[config.mk]
export PLATFORM = sky130hd
export DESIGN_NAME = tlbx_ctx_update
export DESIGN_NICKNAME = d
export VERILOG_FILES = /design/src/rtl/tlbx_pkg.sv /design/src/rtl/tlbx_entryhi_calc.sv /design/src/rtl/tlbx_xctx_calc.sv /design/src/rtl/tlbx_ctx_reg.sv /design/src/rtl/tlbx_ctx_update.sv
export SDC_FILE = /design/constraint.sdc
export NUM_CORES = 1
export LEC_CHECK = 0
export BUFFER_PORTS_ARGS = -buffer_cell sky130_fd_sc_hd__buf_4
export CAP_MARGIN = 0
export CORE_AREA = 2 2 126 128
export DETAILED_ROUTE_END_ITERATION = 12
export DIE_AREA = 0 0 128 130
export PLACE_DENSITY_LB_ADDON = 0.3
export SLEW_MARGIN = 5
export SYNTH_ARGS = -nofsm -noshare
export SYNTH_HDL_FRONTEND = slang
export SYNTH_SLANG_ARGS = --single-unit
[constraint.sdc]
create_clock -name clk -period 1.7 [get_ports clk]
set_clock_uncertainty 0.05 [all_clocks]
set_input_delay 0.255 -clock clk [delete_from_list [all_inputs] [get_ports clk]]
set_output_delay 0.255 -clock clk [all_outputs]
set_load 0.005 [all_outputs]
[src/rtl/tlbx_pkg.sv]
package tlbx_pkg;

    localparam int unsigned VA_W       = 64;
    localparam int unsigned ASID_W     = 8;
    localparam int unsigned PAGE_SHIFT = 12;
    localparam int unsigned VPN2_LSB   = PAGE_SHIFT + 1;
    localparam int unsigned REGION_W   = 2;
    localparam int unsigned XCTX_LOW_W = 4;

    typedef logic [VA_W-1:0] word_t;

    typedef enum logic {
        CSEL_ENTRYHI = 1'b0,
        CSEL_XCTX    = 1'b1
    } ctx_sel_e;

    typedef struct packed {
        logic  valid;
        word_t vaddr;
    } miss_evt_t;

    typedef struct packed {
        logic     en;
        ctx_sel_e sel;
        word_t    data;
    } sw_wr_t;

    // Ones on every bit at or above lsb.
    function automatic word_t ones_from(int unsigned lsb);
        word_t m;
        for (int i = 0; i < int'(VA_W); i++) begin
            m[i] = (i >= int'(lsb));
        end
        return m;
    endfunction

    // Implemented segment bits plus the two region bits at the top.
    function automatic word_t seg_mask(int unsigned seg);
        word_t m;
        for (int i = 0; i < int'(VA_W); i++) begin
            m[i] = (i < int'(seg)) || (i >= int'(VA_W - REGION_W));
        end
        return m;
    endfunction

endpackage

[src/rtl/tlbx_entryhi_calc.sv]
module tlbx_entryhi_calc
    import tlbx_pkg::*;
#(
    parameter int unsigned SEG_BITS = 48
) (
    input  word_t cur,
    input  word_t vaddr,
    output word_t nxt
);
    localparam word_t SEG_MASK  = seg_mask(SEG_BITS);
    localparam word_t VPN2_MASK = ones_from(VPN2_LSB);
    localparam word_t ASID_MASK = ~ones_from(ASID_W);

    word_t raw;

    always_comb begin
        raw = (cur & ASID_MASK) | (vaddr & VPN2_MASK);
        nxt = raw & SEG_MASK;
    end

endmodule

[src/rtl/tlbx_xctx_calc.sv]
module tlbx_xctx_calc
    import tlbx_pkg::*;
#(
    parameter int unsigned SEG_BITS = 48
) (
    input  logic [VA_W-SEG_BITS+6:0]        cur_base,
    input  logic [REGION_W-1:0]             region,
    input  logic [SEG_BITS-VPN2_LSB-1:0]    bvpn2,
    output word_t                           nxt
);
    localparam int unsigned BVPN_W     = SEG_BITS - VPN2_LSB;
    localparam int unsigned REGION_LSB = XCTX_LOW_W + BVPN_W;
    localparam int unsigned BASE_LSB   = REGION_LSB + REGION_W;

    always_comb begin
        nxt = '0;
        nxt[VA_W-1:BASE_LSB]            = cur_base;
        nxt[BASE_LSB-1:REGION_LSB]      = region;
        nxt[REGION_LSB-1:XCTX_LOW_W]    = bvpn2;
    end

endmodule

[src/rtl/tlbx_ctx_reg.sv]
module tlbx_ctx_reg
    import tlbx_pkg::*;
(
    input  logic  clk,
    input  logic  rst,
    input  logic  miss_ld,
    input  word_t miss_val,
    input  logic  wr_ld,
    input  word_t wr_val,
    output word_t q
);
    always_ff @(posedge clk) begin
        if (rst) begin
            q <= '0;
        end else if (miss_ld) begin
            q <= miss_val;
        end else if (wr_ld) begin
            q <= wr_val;
        end
    end

endmodule

[src/rtl/tlbx_ctx_update.sv]
module tlbx_ctx_update
    import tlbx_pkg::*;
#(
    parameter int unsigned SEG_BITS = 48
) (
    input  logic        clk,
    input  logic        rst,
    input  logic        exc_valid,
    input  logic [63:0] exc_vaddr,
    input  logic        sw_we,
    input  logic        sw_sel,
    input  logic [63:0] sw_wdata,
    input  logic        rd_sel,
    output logic [63:0] rd_data,
    output logic [63:0] entryhi_o,
    output logic [63:0] xctx_o
);
    localparam int unsigned BVPN_W     = SEG_BITS - VPN2_LSB;
    localparam int unsigned REGION_LSB = XCTX_LOW_W + BVPN_W;
    localparam int unsigned BASE_LSB   = REGION_LSB + REGION_W;

    generate
        if (SEG_BITS < 40 || SEG_BITS > 48) begin : g_bad_seg
            $error("SEG_BITS outside 40..48");
        end
    endgenerate

    miss_evt_t evt;
    sw_wr_t    wr;
    word_t     eh_q, xc_q, eh_nxt, xc_nxt;
    logic      wr_eh, wr_xc;

    always_comb begin
        evt.valid = exc_valid;
        evt.vaddr = exc_vaddr;
        wr.en     = sw_we;
        wr.sel    = ctx_sel_e'(sw_sel);
        wr.data   = sw_wdata;
        wr_eh     = wr.en && (wr.sel == CSEL_ENTRYHI);
        wr_xc     = wr.en && (wr.sel == CSEL_XCTX);
    end

    tlbx_entryhi_calc #(.SEG_BITS(SEG_BITS)) u_eh_calc (
        .cur   (eh_q),
        .vaddr (evt.vaddr),
        .nxt   (eh_nxt)
    );

    tlbx_xctx_calc #(.SEG_BITS(SEG_BITS)) u_xc_calc (
        .cur_base (xc_q[VA_W-1:BASE_LSB]),
        .region   (evt.vaddr[VA_W-1:VA_W-REGION_W]),
        .bvpn2    (evt.vaddr[SEG_BITS-1:VPN2_LSB]),
        .nxt      (xc_nxt)
    );

    tlbx_ctx_reg u_eh_reg (
        .clk      (clk),
        .rst      (rst),
        .miss_ld  (evt.valid),
        .miss_val (eh_nxt),
        .wr_ld    (wr_eh),
        .wr_val   (wr.data),
        .q        (eh_q)
    );

    tlbx_ctx_reg u_xc_reg (
        .clk      (clk),
        .rst      (rst),
        .miss_ld  (evt.valid),
        .miss_val (xc_nxt),
        .wr_ld    (wr_xc),
        .wr_val   (wr.data),
        .q        (xc_q)
    );

    always_comb begin
        entryhi_o = eh_q;
        xctx_o    = xc_q;
        rd_data   = (ctx_sel_e'(rd_sel) == CSEL_XCTX) ? xc_q : eh_q;
    end

    // Register-level checks next to the update logic.
    a_r1_reset_clears: assert property (@(posedge clk)
        rst |=> (entryhi_o == '0) && (xctx_o == '0));

    a_r2_asid_kept: assert property (@(posedge clk) disable iff (rst)
        exc_valid |=> (entryhi_o[ASID_W-1:0] == $past(entryhi_o[ASID_W-1:0]))
                      && (entryhi_o[VPN2_LSB-1:ASID_W] == '0));

    a_r3_unimpl_zero: assert property (@(posedge clk) disable iff (rst)
        exc_valid |=> (entryhi_o[VA_W-REGION_W-1:SEG_BITS] == '0)
                      && (entryhi_o[VA_W-1:VA_W-REGION_W] == $past(exc_vaddr[VA_W-1:VA_W-REGION_W])));

    a_r4_region_slot: assert property (@(posedge clk) disable iff (rst)
        exc_valid |=> xctx_o[BASE_LSB-1:REGION_LSB] == $past(exc_vaddr[VA_W-1:VA_W-REGION_W]));

    a_r5_bvpn2_slot: assert property (@(posedge clk) disable iff (rst)
        exc_valid |=> xctx_o[REGION_LSB-1:XCTX_LOW_W] == $past(exc_vaddr[SEG_BITS-1:VPN2_LSB]));

    a_r6_base_kept: assert property (@(posedge clk) disable iff (rst)
        exc_valid |=> xctx_o[VA_W-1:BASE_LSB] == $past(xctx_o[VA_W-1:BASE_LSB]));

    a_r7_low_zero: assert property (@(posedge clk) disable iff (rst)
        exc_valid |=> xctx_o[XCTX_LOW_W-1:0] == '0);

    a_r9_write_dropped: assert property (@(posedge clk) disable iff (rst)
        (exc_valid && sw_we && sw_sel) |=> xctx_o[XCTX_LOW_W-1:0] == '0);

    a_r11_hold: assert property (@(posedge clk) disable iff (rst)
        (!exc_valid && !sw_we) |=> $stable(entryhi_o) && $stable(xctx_o));

endmodule

# Word level (Yosys, flattened, before mapping)
# Cells that the tools add are included.
[word_totals] word_cells=19 reg_bits=128
[op_classes] mux=5 n_reduce_logical=6 bitwise_logic=3
[ops] operator="2-to-1 mux 64 bit" n=3
[ops] operator="2-to-1 mux 41 bit" n=2
[ops] operator="OR 8 x 64 -> 64 bit" n=1
[ops] operator="nonzero test 2 bit" n=2
[ops] operator="logical AND 1 bit" n=2
[ops] operator="inverter 1 bit" n=2
[ops] operator="AND reduction 2 bit" n=1
[ops] operator="OR reduction 2 bit" n=1

# Logic depth before layout (Yosys ltp)
[depth] word_depth=4 mapped_depth=6 mapped_depth_nobuf=3

# Modules after synthesis
# A second synthesis with hierarchy kept.
[unflattened] hier_cells=771 hier_area_um2=8149.1
[by_module_without_submodules] module="tlbx_ctx_reg" cells_per_inst=284 instances=2 area_per_inst_um2=3045.4
[by_module_without_submodules] module="tlbx_ctx_update" cells_per_inst=73 instances=1 area_per_inst_um2=1089.8
[by_module_without_submodules] module="tlbx_entryhi_calc" cells_per_inst=65 instances=1 area_per_inst_um2=484.2
[by_module_without_submodules] module="tlbx_xctx_calc" cells_per_inst=65 instances=1 area_per_inst_um2=484.2

# Worst setup path after synthesis
# OpenSTA, ideal clock, no wires.
[synth_timing] path_kind="in2out" from="in rd_sel" to="out rd_data[10]" cell_stages=3 required_time_ns=1.395 path_buffers=2 t_arrival_ns=0.991 slack_ns=0.404 cell_sequence="buf_2 buf_2 mux2_2"
[synth_via] elab_chain_cells=1
[synth_rtl] item="from (decl)" line_no="tlbx_ctx_update.sv:13" text="input logic rd_sel,"
[synth_rtl] item="2-to-1 mux 64 bit" line_no="tlbx_ctx_update.sv:79" text="rd_data = (ctx_sel_e'(rd_sel) == CSEL_XCTX) ? xc_q : eh_q;"
[synth_rtl] item="to (decl)" line_no="tlbx_ctx_update.sv:14" text="output logic [63:0] rd_data,"
# Every way passes these cells.

# Worst setup path in the final report
[layout_timing] from="reg u_xc_reg.q[25]" to="out rd_data[25]"
[layout_via] elab_chain_cells=1
[layout_rtl] item="from (decl)" line_no="tlbx_ctx_reg.sv:10" text="output word_t q"
[layout_rtl] item="from (signal assigned)" line_no="tlbx_ctx_reg.sv:16" text="q <= miss_val;"
[layout_rtl] item="from (signal assigned)" line_no="tlbx_ctx_reg.sv:18" text="q <= wr_val;"
[layout_rtl] item="2-to-1 mux 64 bit" line_no="tlbx_ctx_update.sv:79"
# Every way passes these cells.

==> summary.txt <==
Clock network
  – Htree depth: 4
  – Max Buffers Root-to-Sink: 2
  – Post-cts resize count: 0
  – Inserted Clock Buffers: 17
  – Clock latency on the worst-skew pair: ~0.41 ns
  – Root Driver: clkbuf_16
  – Setup Buffers After CTS: 0
  – Reg clk slew, reported paths: 0.06 ns
  – CTS hold repair buffers: 0
  – Clock Sinks: 128
  – CTS tree: done

Run status
  – Status: finished clean

Floorplanning
  – Number of placed I/O pins: around 330
  – Die width: about 130 um
  – Core box area: ~15,000 um2
  – Row count: 46
  – Die area: ~17,000 um2
  – Die height: about 130 um
  – Initial Util: 38.6%

Synth
  – Adder-Cell Fraction of Synth Area: 0%
  – Simple-Gate Fraction of Synth Area: about a fifth
  – Library cells used by synthesis: 24
  – Compound-Gate Fraction of Synth Area: between 15 and 20%
  – Top post-synthesis cells by area: dfxtp_1 (43%), mux2_2 (12%), o311a_1 (9.4%)
  – Synth top area share: a little over two fifths
  – Flops & latches, synth: 128
  – Syn nets: 802
  – Cell area after synthesis: approximately 6000 um2
  – Synth area leader: dfxtp_1
  – Xor/xnor share of the synthesized area: 0%
  – Synthesized instance count: 668
  – Ys Warns: 0
  – Post-synthesis mux area share: between 10% and 20%
  – Seq/Total Area, Yosys: between 40 and 50%
  – Syn Area/Cell: between 8 and 9 um2
  – Largest family of logic cells by synthesized area: simple AND/OR/NAND/NOR gates

Worst setup path
  – R2R Setup Slk: a little over 0.7 ns
  – Startpoint type of the worst setup path: flip-flop
  – CP Capture Type: output port
  – CP required: roughly 1.4 ns
  – CP Max Fanout: 3
  – Worst Path Arrival: 1.17 ns
  – WS Path Type: flip-flop to output port

Final layout
  – Area Growth Syn to Fin: 50.5%
  – Antenna diodes: 0
  – Layout cells sized above 1: 45.0%
  – Final net count: between 1,000 and 1,500

GRT
  – Largest net degree at the start of global routing: 64
  – Initial antenna violation count: 0
  – Vias in the first global route: around 5,600
  – GRT Total Usage: between 20% and 30%
  – Gr ovfl total: 0
  – First-pass GRT wire length: around 30,000 um

Power
  – Clock Power Share: about two fifths
  – Gate power share: roughly 17%
  – PwrDens: between 900 and 1000 nW/um2
  – Switching share of power: approximately 25%
  – Tot Pwr: ~0.0082 W
  – Peak VDD IR: slightly below 0.7 mV
  – Switch Pwr: 0.00208 W
  – Internal power: around 0.0061 W
  – Leak: between 4 and 5 nW
  – Sequential fraction of design power: slightly above 40%

STA
  – Tightest Pin Transition: ~0.6 ns
  – RSZ-0062 raised after global routing: no
  – Max_slew headroom: 60.9%
  – Fin crit period: ~1.5 ns
  – Setup_tns: 0 ns
  – Period Utilization, post-route: between 80 and 90%
  – Min Hold Slack: 0.0416 ns
  – Max Slew Vio Count: 0
  – Fmax: between 600 and 700 MHz
  – Final setup fails: 0
  – Fin. Hold Viols: 0

Drt
  – WL/cell: roughly 17 um
  – Routed vias/inst: around 5.3
  – Post-Route WL: 20,100 um
  – Detailed Routing Iterations Pass 1: 5
  – Drt drc: 0
  – 1st-iter DRT viols: approximately 330
  – Vias: around 6,000
  – Number of nets with antenna violations after routing: 0

Place
  – HPWL Detailed: between 10,000 and 15,000 um
  – PortBufs: between 200 and 300
  – Routability cong.: 0.792

Run
  – Max-Cap Viols: 0

Worst hold path
  – Worst min path class: primary input to flip-flop
cells by family (layout without fill, tap and decap cells):
group | count (synthesis) | after routing
simple gates | 227 | 227
compound gates | 147 | 147
buf+inv | 102 | 391
mux | 64 | 64
flops | 128 | 128
cell type report:
cell class | instances | area (um2)
clock buffer | 22 | 474
clock inverter | 9 | 85.1
fill | 1414 | 6460
inverter | 37 | 139
multi-input combinational | 438 | 2910
sequential | 128 | 2560
tap | 192 | 240
timing repair buffer | 323 | 2550
sequential cells by signal (all words and copies together), names as in the netlist:
signal and count:
u_eh_reg.q 64, u_xc_reg.q 64
layout by cell type, fill, tap and decap left out, types with 9 or more instances in the layout:
cell / instances
nand2_1: 109
or3_1: 56
buf_12: 10
inv_1: 37
nor3_1: 45
buf_4: 313
mux2_2: 64
clkbuf_16: 17
dfxtp_1: 128
a21o_1: 9
a21oi_1: 82
o311a_1: 56
nor3_2: 9
routing by layer:
metal,up-vias,track usage [%],wire [um]
li1,2948,-,-
met1,2818,29.2,8530
met2,278,38.8,9430
met3,30,6.97,1650
met4,0,8.79,448
met5,-,0,0
final timing paths:
path | start | endpoint | cells after the start
worst max-delay path | u_xc_reg.q[25]$_SDFFE_PP0P_ | rd_data[25] | 2
worst min-delay path | sw_wdata[48] | u_eh_reg.q[48]$_SDFFE_PP0P_ | 3
worst max register to register | u_xc_reg.q[5]$_SDFFE_PP0P_ | u_xc_reg.q[5]$_SDFFE_PP0P_ | 2
worst min register to register | u_xc_reg.q[41]$_SDFFE_PP0P_ | u_xc_reg.q[41]$_SDFFE_PP0P_ | 2
power by group through the flow:
stage                     clock (W)  combinational, W  sequential [W]
after floorplan                   0          0.000620         0.00337
after global placement            0           0.00142         0.00340
after detailed placement          0           0.00144         0.00340
after CTS                   0.00348           0.00144         0.00334
after global routing        0.00360           0.00155         0.00336
final                       0.00343           0.00143         0.00334
worst max-delay path: stages (launching register included):
cell	delay [ns]
dfxtp_1	0.35
mux2_2	0.27
buf_4	0.13
cells in the mapped netlist:
| library cell | count |
|---|---|
| a21o_1 | 9 |
| a21oi_1 | 82 |
| and2_1 | 1 |
| and3b_1 | 1 |
| buf_1 | 3 |
| buf_2 | 22 |
| buf_4 | 9 |
| buf_6 | 6 |
| clkbuf_1 | 24 |
| clkbuf_2 | 1 |
| dfxtp_1 | 128 |
| inv_1 | 37 |
| mux2_2 | 64 |
| nand2_1 | 109 |
| nand2b_4 | 1 |
| nand3b_1 | 1 |
| nor2b_1 | 1 |
| nor3_1 | 45 |
| nor3_2 | 9 |
| nor3b_2 | 1 |
| o311a_1 | 56 |
| or2_2 | 1 |
| or3_1 | 56 |
| or3b_2 | 1 |
through the flow:
step / setup slack [ns] / util, % / cell area [um2] / instances
2_1_floorplan: 0.404 / - / 5960 / 668
5_1_grt: 0.182 / 58.1 / 8960 / 1149
4_1_cts: 0.207 / 58.1 / 8960 / 1149
3_3_place_gp: 0.182 / 54.5 / 8400 / 1118
3_5_place_dp: 0.150 / 54.5 / 8400 / 1118
6_report: 0.227 / 58.1 / 8960 / 1149
(Power assumes the default switching activity.)
